**config.mk**
```make
export PLATFORM = sky130hd
export DESIGN_NAME = romcfg_emu_ctrl
export DESIGN_NICKNAME = d
export VERILOG_FILES = /design/src/rtl/romcfg_pkg.sv /design/src/rtl/romcfg_datapath.sv /design/src/rtl/romcfg_ctrl.sv /design/src/rtl/romcfg_emu_ctrl.sv
export SDC_FILE = /design/constraint.sdc
export NUM_CORES = 1
export LEC_CHECK = 0
export ABC_AREA = 0
export ABC_CLOCK_PERIOD_IN_PS = 2330
export CORE_MARGIN = 2
export CORE_UTILIZATION = 46
export CTS_CLUSTER_SIZE = 40
export DETAILED_ROUTE_END_ITERATION = 10
export PLACE_DENSITY = 0.87
export REMOVE_ABC_BUFFERS = 1
export SLEW_MARGIN = 0
export SYNTH_ARGS = -nofsm -noshare
export SYNTH_HDL_FRONTEND = slang
export SYNTH_SLANG_ARGS = --single-unit
```
**constraint.sdc**
```tcl
create_clock -name clk -period 2.33 [get_ports clk]
set_input_delay 0.233 -clock clk [delete_from_list [all_inputs] [get_ports clk]]
set_output_delay 0.233 -clock clk [all_outputs]
set_load 0.1 [all_outputs]
```
**src/rtl/romcfg_pkg.sv**
```systemverilog
package romcfg_pkg;

  localparam int BIT_STOP = 15;
  localparam int BIT_BOOT = 13;
  localparam int BIT_LOCK = 12;
  localparam int BIT_EMUL = 11;
  localparam int SPC_LSB  = 9;
  localparam int WT_LSB   = 7;

  localparam int PIN_STOP  = 14;
  localparam int PIN_EMUL0 = 13;
  localparam int PIN_EMUL1 = 10;

  typedef enum logic [1:0] {
    SEL_CFG    = 2'd0,
    SEL_BASEHI = 2'd1,
    SEL_BASELO = 2'd2
  } regSel_e;

  // strobes from control to datapath, already filtered by protection rules
  typedef struct packed {
    logic wrModeBits;
    logic wrSpace;
    logic wrWait;
    logic wrBaseHi;
    logic wrBaseLo;
  } cfgStrobe_t;

  // state from datapath to control
  typedef struct packed {
    logic       stop;
    logic       boot;
    logic       lock;
    logic       emul;
    logic [1:0] space;
    logic [1:0] waitCnt;
    logic       hit;
  } cfgStatus_t;

endpackage

```
**src/rtl/romcfg_datapath.sv**
```systemverilog
module romcfg_datapath
  import romcfg_pkg::*;
#(
  parameter int unsigned ADDR_W = 24,
  parameter int unsigned WIN_BITS = 16,
  parameter logic [ADDR_W-1:0] BASE_RST = '0,
  parameter logic BOOT_RST = 1'b0,
  parameter logic LOCK_RST = 1'b0,
  parameter logic [1:0] ASPC_RST = 2'b00,
  parameter logic [1:0] WAIT_RST = 2'b00
) (
  input  logic              clk,
  input  logic              rstN,
  input  cfgStrobe_t        strobe,
  input  logic [1:0]        regSel,
  input  logic [15:0]       wrData,
  output logic [15:0]       rdData,
  input  logic [ADDR_W-1:0] busAddr,
  output cfgStatus_t        status
);

  localparam int unsigned HI_W = ADDR_W - 16;

  logic              stopQ, bootQ, lockQ, emulQ;
  logic [1:0]        spaceQ, waitQ;
  logic [ADDR_W-1:0] baseQ;
  logic [ADDR_W-1:0] baseAligned;
  logic [ADDR_W-1:0] offset;

  always_ff @(posedge clk) begin
    if (!rstN) begin
      stopQ  <= ~wrData[PIN_STOP];
      emulQ  <= ~wrData[PIN_EMUL0] & ~wrData[PIN_EMUL1];
      bootQ  <= BOOT_RST;
      lockQ  <= LOCK_RST;
      spaceQ <= ASPC_RST;
      waitQ  <= WAIT_RST;
      baseQ  <= BASE_RST;
    end else begin
      if (strobe.wrModeBits) begin
        stopQ <= wrData[BIT_STOP];
        bootQ <= wrData[BIT_BOOT];
        lockQ <= wrData[BIT_LOCK];
        emulQ <= wrData[BIT_EMUL];
      end
      if (strobe.wrSpace) spaceQ <= wrData[SPC_LSB +: 2];
      if (strobe.wrWait)  waitQ  <= wrData[WT_LSB +: 2];
      if (strobe.wrBaseHi) baseQ[ADDR_W-1:16] <= wrData[HI_W-1:0];
      if (strobe.wrBaseLo) baseQ[15:0] <= wrData;
    end
  end

  // window compare: offset from aligned base must fit below 2^WIN_BITS
  assign baseAligned = {baseQ[ADDR_W-1:WIN_BITS], {WIN_BITS{1'b0}}};
  assign offset      = busAddr - baseAligned;

  always_comb begin
    status.stop    = stopQ;
    status.boot    = bootQ;
    status.lock    = lockQ;
    status.emul    = emulQ;
    status.space   = spaceQ;
    status.waitCnt = waitQ;
    status.hit     = ((offset >> WIN_BITS) == '0);
  end

  always_comb begin
    unique case (regSel)
      SEL_CFG:    rdData = {stopQ, 1'b0, bootQ, lockQ, emulQ, spaceQ, waitQ, 7'b0};
      SEL_BASEHI: rdData = 16'(baseQ[ADDR_W-1:16]);
      SEL_BASELO: rdData = baseQ[15:0];
      default:    rdData = '0;
    endcase
  end

  // lock held across an edge keeps protected fields unchanged
  assert_locked_fields_R3: assert property (@(posedge clk) disable iff (!rstN)
    ($past(rstN) && $past(lockQ)) |-> ($stable(waitQ) && $stable(spaceQ) && $stable(baseQ)));

  // stop clear keeps selector and base unchanged
  assert_stopped_fields_R4: assert property (@(posedge clk) disable iff (!rstN)
    ($past(rstN) && !$past(stopQ)) |-> ($stable(spaceQ) && $stable(baseQ)));

endmodule

```
**src/rtl/romcfg_ctrl.sv**
```systemverilog
module romcfg_ctrl
  import romcfg_pkg::*;
(
  input  logic       clk,
  input  logic       rstN,
  input  logic       regWrEn,
  input  logic [1:0] regSel,
  input  cfgStatus_t status,
  output cfgStrobe_t strobe,
  input  logic       busAsN,
  input  logic [1:0] busSpace,
  input  logic       busWrite,
  input  logic       bdmActive,
  output logic       busAck,
  output logic       modCs
);

  logic       asNPrev;
  logic       pending;
  logic [1:0] waitLeft;
  logic       ackQ, csQ;
  logic       strobeFall, cycleValid, emulMode, normalMode, csWanted;

  // write protection uses the lock and stop values before the write
  always_comb begin
    strobe.wrModeBits = regWrEn && (regSel == SEL_CFG);
    strobe.wrWait     = regWrEn && (regSel == SEL_CFG) && !status.lock;
    strobe.wrSpace    = regWrEn && (regSel == SEL_CFG) && !status.lock && status.stop;
    strobe.wrBaseHi   = regWrEn && (regSel == SEL_BASEHI) && !status.lock && status.stop;
    strobe.wrBaseLo   = regWrEn && (regSel == SEL_BASELO) && !status.lock && status.stop;
  end

  assign strobeFall = asNPrev && !busAsN;
  assign cycleValid = status.hit && (busSpace == status.space);
  assign emulMode   = status.stop && status.emul;
  assign normalMode = !status.stop && !status.boot;
  assign csWanted   = cycleValid && emulMode && (!busWrite || bdmActive);

  always_ff @(posedge clk) begin
    if (!rstN) begin
      asNPrev  <= 1'b1;
      pending  <= 1'b0;
      waitLeft <= '0;
      ackQ     <= 1'b0;
      csQ      <= 1'b0;
    end else begin
      asNPrev <= busAsN;
      if (busAsN) begin
        pending <= 1'b0;
        ackQ    <= 1'b0;
        csQ     <= 1'b0;
      end else if (strobeFall) begin
        if (csWanted) csQ <= 1'b1;
        if (cycleValid && normalMode) begin
          pending  <= 1'b1;
          waitLeft <= status.waitCnt;
        end
      end else if (pending) begin
        if (waitLeft == '0) begin
          ackQ    <= 1'b1;
          pending <= 1'b0;
        end else begin
          waitLeft <= waitLeft - 2'd1;
        end
      end
    end
  end

  assign busAck = ackQ;
  assign modCs  = csQ;

  // chip-select and acknowledge never coexist
  assert_cs_excludes_ack_R8: assert property (@(posedge clk) disable iff (!rstN)
    modCs |-> !busAck);

  // released strobe clears both outputs on the next edge
  assert_release_clears_R11: assert property (@(posedge clk) disable iff (!rstN)
    busAsN |=> (!busAck && !modCs));

  // acknowledge only rises while the strobe has been low for two samples
  assert_ack_inside_cycle_R6: assert property (@(posedge clk) disable iff (!rstN)
    $rose(busAck) |-> ($past(!busAsN) && !busAsN));

endmodule

```
**src/rtl/romcfg_emu_ctrl.sv**
```systemverilog
module romcfg_emu_ctrl
  import romcfg_pkg::*;
#(
  parameter int unsigned ADDR_W = 24,
  parameter int unsigned WIN_BITS = 16,
  parameter logic [ADDR_W-1:0] BASE_RST = '0,
  parameter logic BOOT_RST = 1'b0,
  parameter logic LOCK_RST = 1'b0,
  parameter logic [1:0] ASPC_RST = 2'b00,
  parameter logic [1:0] WAIT_RST = 2'b00
) (
  input  logic              clk,
  input  logic              rstN,
  input  logic              regWrEn,
  input  logic [1:0]        regSel,
  input  logic [15:0]       wrData,
  output logic [15:0]       rdData,
  input  logic              busAsN,
  input  logic [ADDR_W-1:0] busAddr,
  input  logic [1:0]        busSpace,
  input  logic              busWrite,
  input  logic              bdmActive,
  output logic              busAck,
  output logic              modCs
);

  cfgStrobe_t strobe;
  cfgStatus_t status;

  romcfg_datapath #(
    .ADDR_W(ADDR_W), .WIN_BITS(WIN_BITS), .BASE_RST(BASE_RST),
    .BOOT_RST(BOOT_RST), .LOCK_RST(LOCK_RST),
    .ASPC_RST(ASPC_RST), .WAIT_RST(WAIT_RST)
  ) uDatapath (
    .clk(clk), .rstN(rstN), .strobe(strobe), .regSel(regSel),
    .wrData(wrData), .rdData(rdData), .busAddr(busAddr), .status(status)
  );

  romcfg_ctrl uCtrl (
    .clk(clk), .rstN(rstN), .regWrEn(regWrEn), .regSel(regSel),
    .status(status), .strobe(strobe), .busAsN(busAsN), .busSpace(busSpace),
    .busWrite(busWrite), .bdmActive(bdmActive), .busAck(busAck), .modCs(modCs)
  );

endmodule

```
* Word level (Yosys, flattened, before mapping)
Cells that the tools add are included.
** Storage, ports and cells
- Bits in registers :: 38
- Bits of input ports :: 50
- Output and inout port bits :: 18
- Logic and storage cells :: 71
** Operators by class
- Add/subtract/negate cells :: 2
- Eq/ne operators :: 6
- Muxes and demuxes :: 13
- Bitwise logic cells :: 7
- Reductions and logical operators :: 30
** Operator list (number)
- 16-bit case mux with 3 select lines :: 1
- 24-bit logical NOT :: 1
- 24-bit subtractor :: 1
- 1-bit logical AND :: 16
- 1-bit two-way mux :: 8
- 2-bit two-way mux :: 4
- 1-bit inverter :: 6
- 1-bit logical NOT :: 5
- 2-bit logical NOT :: 2
- 2-bit by 1-bit != test with 1-bit output (second input constant) :: 2
- 4-bit AND reduction :: 1
- 3-bit AND reduction :: 1
- 2-bit by 1-bit == test with 1-bit output (second input constant) :: 1
- 2-bit == test :: 1
- 2-bit == test (second input constant) :: 1
- 2-bit != test (second input constant) :: 1
- 2-bit AND reduction :: 1
- 2-bit nonzero test :: 1
- 2-bit OR reduction :: 1
- 2-bit by 1-bit subtractor with 2-bit output (second input constant) :: 1
- 1-bit AND :: 1
- 1-bit logical OR :: 1

* Depth between registers and ports, before layout
- Depth in word-level cells :: 6
- Gate-level depth with buffers :: 8
- Depth with buffers taken out :: 8

* By module
From an unflattened synthesis, not the netlist that was laid out.
** Unflattened totals
- Cells, all modules :: 221
- Area total of the unflattened synthesis :: 2094.5 sq um
** By module, submodules not included
- romcfg_datapath :: instances 1, cells each 177, area each 1740.4 sq um, seq. area each 660.6 sq um
- romcfg_ctrl :: instances 1, cells each 44, area each 354.1 sq um, seq. area each 120.1 sq um

* Worst setup path before layout
OpenSTA, ideal clock, no wires.
- Path kind :: input to output
- Start :: in regSel[0]
- End :: out rdData[7]
- Data arrival time :: 2.729 ns
- Required time :: 2.097 ns
- Path slack :: -0.632 ns
- Stages :: 3
- Path buffers :: 1
- Cell sequence :: clkbuf_1 mux2i_1 o21ai_0
** On the way
- Cells in the longest elaborated chain, start to end :: 2
- Elaborated cells between the ends (all ways) :: 4
- Classes of those cells :: eq/ne: 2; mux: 1; reduce/logical: 1
** RTL lines
- start: declaration :: RTL line romcfg_emu_ctrl.sv:15 : input logic [1:0] regSel,
- 2-bit == test, or another cell as far along :: RTL line romcfg_datapath.sv:68 : unique case (regSel)
- 16-bit case mux with 3 select lines (*) :: RTL line romcfg_datapath.sv:68
- end: declaration :: RTL line romcfg_emu_ctrl.sv:17 : output logic [15:0] rdData,
Mark *: on every way between the ends. The rest lies on a longest branch, timed or not.

* Final worst setup path
- Start :: reg uDatapath.baseQ[17]
- End :: reg uCtrl.waitLeft[0]
** On the way
- Cells in the longest elaborated chain, start to end :: 6
** RTL lines
- start: declaration :: RTL line romcfg_datapath.sv:26 : logic [ADDR_W-1:0] baseQ;
- start signal: indexed assignment :: RTL line romcfg_datapath.sv:48 : if (strobe.wrBaseHi) baseQ[ADDR_W-1:16] <= wrData[HI_W-1:0];
- 24-bit subtractor :: RTL line romcfg_datapath.sv:55 : assign offset = busAddr - baseAligned;
- 24-bit logical NOT :: RTL line romcfg_datapath.sv:64 : status.hit = ((offset >> WIN_BITS) == '0);
- 1-bit logical AND :: RTL line romcfg_ctrl.sv:34 : assign cycleValid = status.hit && (busSpace == status.space);
- 1-bit logical AND :: RTL line romcfg_ctrl.sv:54 : if (cycleValid && normalMode) begin
- 2-bit != test (no line)
- 4-bit AND reduction (no line)
- end signal: assignment :: RTL line romcfg_ctrl.sv:56 : waitLeft <= status.waitCnt;
- end signal: assignment :: RTL line romcfg_ctrl.sv:63 : waitLeft <= waitLeft - 2'd1;
- end: declaration :: RTL line romcfg_ctrl.sv:20 : logic [1:0] waitLeft;
No other way between the ends.
A chain may end at the register's enable or synchronous reset.

==> impl_metrics.json <==
{
  "outcome": "completed",
  "ant_nets": 0,
  "post-place-ws_ns": -0.212,
  "place_congestion": 0.820,
  "hpwl_mm": 4.31,
  "post-route-min-period_ns": 2.20,
  "finalCritPeriodShare_pct": 94.4,
  "wirelength_mm": 5.82,
  "synth_area_leaders": "dfxtp_1 34%, nand2_1 9.1%, mux2i_1 8.1%",
  "fmax_mhz": 455,
  "grt.met1_usage_pct": 27.1,
  "start_util_pct": 48.1,
  "gr-total-overflow": 0,
  "grtUsageMet3_pct": 5.77,
  "dr_total_vias": 2168,
  "cts_tree": "yes",
  "cap_violations": 0,
  "critPathMaxFanout": 4,
  "cts_buffers": 5,
  "nets": 387,
  "cp_cell_sequence": "inv_1 > ha_1 > nor2b_4 > o211a_1 > or3_4 > a2111oi_4 > a211o_2 > a31oi_1",
  "synth_area_per_cell_um2": 8.02,
  "die_y_um": 71.7,
  "slew_headroom_pct": 63.7,
  "num_antenna_cells": 0,
  "layout-drive-gt1-share_pct": 16.4,
  "ys_warn_count": 0,
  "crit_required_ns": 2.51,
  "yosys_most_used_dff": "dfxtp_1",
  "ff_latch_area_um2": 782,
  "grt_max_degree": 22,
  "drv_slew": 0,
  "synth_edf_count": 2,
  "cp_data_arrival_time_ns": 2.38,
  "ctsHtreeMaxLevel": 2,
  "slowest_delay_ns": 0.40,
  "crit_buf_inv": 1,
  "ir_drop_uv": 375,
  "core_um2": 4380,
  "clock_skew_ns": 0.00599,
  "grt_usage_pct": 23.7,
  "first_pass_iters": 4,
  "end_kind": "flop",
  "grt_pass1_vias": 2192,
  "hold_path.class": "flop to flop",
  "drt_iter0_markers": 161,
  "hold_buffers": 0,
  "std_cell_rows": 24,
  "grt_setup_unrepaired": "false",
  "synth_seq_area_share_pct": 37.0,
  "ys_ff_latch": 38,
  "yosysTopAreaCell": "dfxtp_1",
  "synthCells": 263,
  "startpoint_type": "flop",
  "cts_buffer_depth": 2,
  "critPathSlowestCell": "or3_4",
  "yosysTopAreaCellShare_pct": 34.2,
  "areaGrowthSynthToFinish_pct": 44.9,
  "worst_slew_pin_slew_ns": 0.545,
  "grt-busiest-layer": "met2",
  "crit_family": "compound AO/OA/AOI/OAI gates",
  "clock_sinks": 38,
  "p_per_area_nw_per_um2": 524,
  "crit_type": "flop to flop",
  "setup_violations": 0,
  "cts.reportedPaths.clkPinSlew_ns": 0.08,
  "post-place-cells": 373,
  "io_buffers": 51,
  "stdcell_count": 382,
  "cts_root_buf": "clkbuf_8",
  "yosysMostFrequentCell": "nand2_1",
  "post-route-drc-count": 0,
  "worst_slack_ns": 0.131,
  "die_w_um": 71.7,
  "fillCellCount": 329,
  "detail_route.wl_per_cell_um": 15.2,
  "leakage_nw": 1.18,
  "antenna_found_initial": 0,
  "ios": 68,
  "synthArstFlopShare_pct": 0,
  "synth_top_cells_by_count": "51 x nand2_1, 36 x dfxtp_1, 32 x a21oi_1",
  "viasPerCell": 5.68,
  "multi_input_area_um2": 1230,
  "hold_violations": 0,
  "clock_latency_ns": 0.30,
  "syn_area_um2": 2110,
  "fp.dieArea_um2": 5140,
  "grt_pass1_wl_mm": 9.60,
  "synth.distinct_cells": 44,
  "use_met2_pct": 41.7
}
-- cell usage in the layout (no fill, tap or decap), drive strengths merged, types with 2 or more instances in the layout --
master | netlist | final
a211oi | 2 | 2
dfxtp | 36 | 36
nor2 | 23 | 23
ha | 8 | 8
nand2b | 2 | 2
o2111ai | 2 | 2
a31oi | 3 | 3
xor2 | 2 | 2
a22o | 7 | 7
nor2b | 4 | 4
a211o | 2 | 2
clkinv | 0 | 2
clkbuf | 9 | 5
or3 | 2 | 2
nand2 | 51 | 51
nor3 | 5 | 5
o21ai | 6 | 6
nor4 | 2 | 2
mux2i | 17 | 17
nand3b | 4 | 4
and2 | 2 | 2
inv | 16 | 16
nand3 | 4 | 4
buf | 2 | 37
clkdlybuf4s50 | 0 | 33
a21oi | 32 | 32
and3 | 3 | 3
or2 | 2 | 2
edfxtp | 2 | 2
a2111oi | 2 | 2
-- report_power, final --
part,total [W],switching [W],internal [W]
registers,0.000693,0.0000176,0.000676
logic,0.000351,0.000190,0.000162
clock network,0.000557,0.000242,0.000315
-- worst min-delay path, delay by kind of cell (launching register included) --
kind,cells,cell delay [ns]
and+or+nand+nor,1,0.05
AOI/OAI and AO/OA,1,0.05
DFF,1,0.31
-- stage by stage --
stage / instance area (um2) / utilization (%) / total power, W / hold WS (ns) / TNS (ns)
after floorplan: 2060 / - / 0.000885 / 0.369 / -0.421
after global routing: 3050 / 69.7 / 0.00166 / 0.478 / 0
after CTS: 3040 / 69.3 / 0.00160 / 0.459 / 0
final: 3050 / 69.7 / 0.00160 / 0.461 / 0
after detailed placement: 2930 / 66.8 / 0.00105 / 0.448 / -0.677
after global placement: 2930 / 66.8 / 0.00104 / 0.433 / -0.468
-- worst paths after layout --
| kind | start | endpoint | cells past startpoint | slack (ns) |
|---|---|---|---|---|
| max | uDatapath.baseQ[17]$_SDFFE_PN0P_ | uCtrl.waitLeft[0]$_SDFFE_PN0P_ | 8 | 0.13 |
| min reg2reg | uDatapath.baseQ[4]$_SDFFE_PN0P_ | uDatapath.baseQ[4]$_SDFFE_PN0P_ | 2 | 0.46 |
| max reg2reg | uDatapath.baseQ[17]$_SDFFE_PN0P_ | uCtrl.waitLeft[0]$_SDFFE_PN0P_ | 8 | 0.13 |
| min | uDatapath.baseQ[4]$_SDFFE_PN0P_ | uDatapath.baseQ[4]$_SDFFE_PN0P_ | 2 | 0.46 |
-- state kept, by name, summed over array words and instances, names as in the netlist --
signal            cells
uDatapath.spaceQ      2
uDatapath.stopQ       1
uDatapath.lockQ       1
uCtrl.waitLeft        2
uCtrl.pending         1
uDatapath.waitQ       2
uCtrl.modCs           1
uCtrl.asNPrev         1
uCtrl.busAck          1
uDatapath.bootQ       1
uDatapath.emulQ       1
uDatapath.baseQ      24
-- layer usage --
layer | wire, um | vias to the layer above
met5 | 0 | -
met4 | 150 | 0
li1 | - | 1052
met1 | 2340 | 1014
met3 | 324 | 18
met2 | 3000 | 84
-- logic make-up after synthesis --
group	share of synthesized area, %
simple gates	23.8
compound gates	20.2
xor+xnor	1.25
fa+ha+maj	4.75
buf+inv	4.93
mux	8.07
flops	37.0
-- repair_timing --
action / in CTS / in global routing
setup buffers: 0 / 1
resized for setup: 0 / 2
setup endpoints to repair: 0 / 4
-- area by class of cell --
class                      instances  share of cell area [%]
multi-input combinational        198                    40.3
timing repair buffer              70                    26.5
sequential                        38                    25.6
clock buffer                       5                    2.25
tap                               52                    2.13
inverter                          16                    1.97
clock inverter                     3                    1.31
Power figures use the tool's default switching activity.
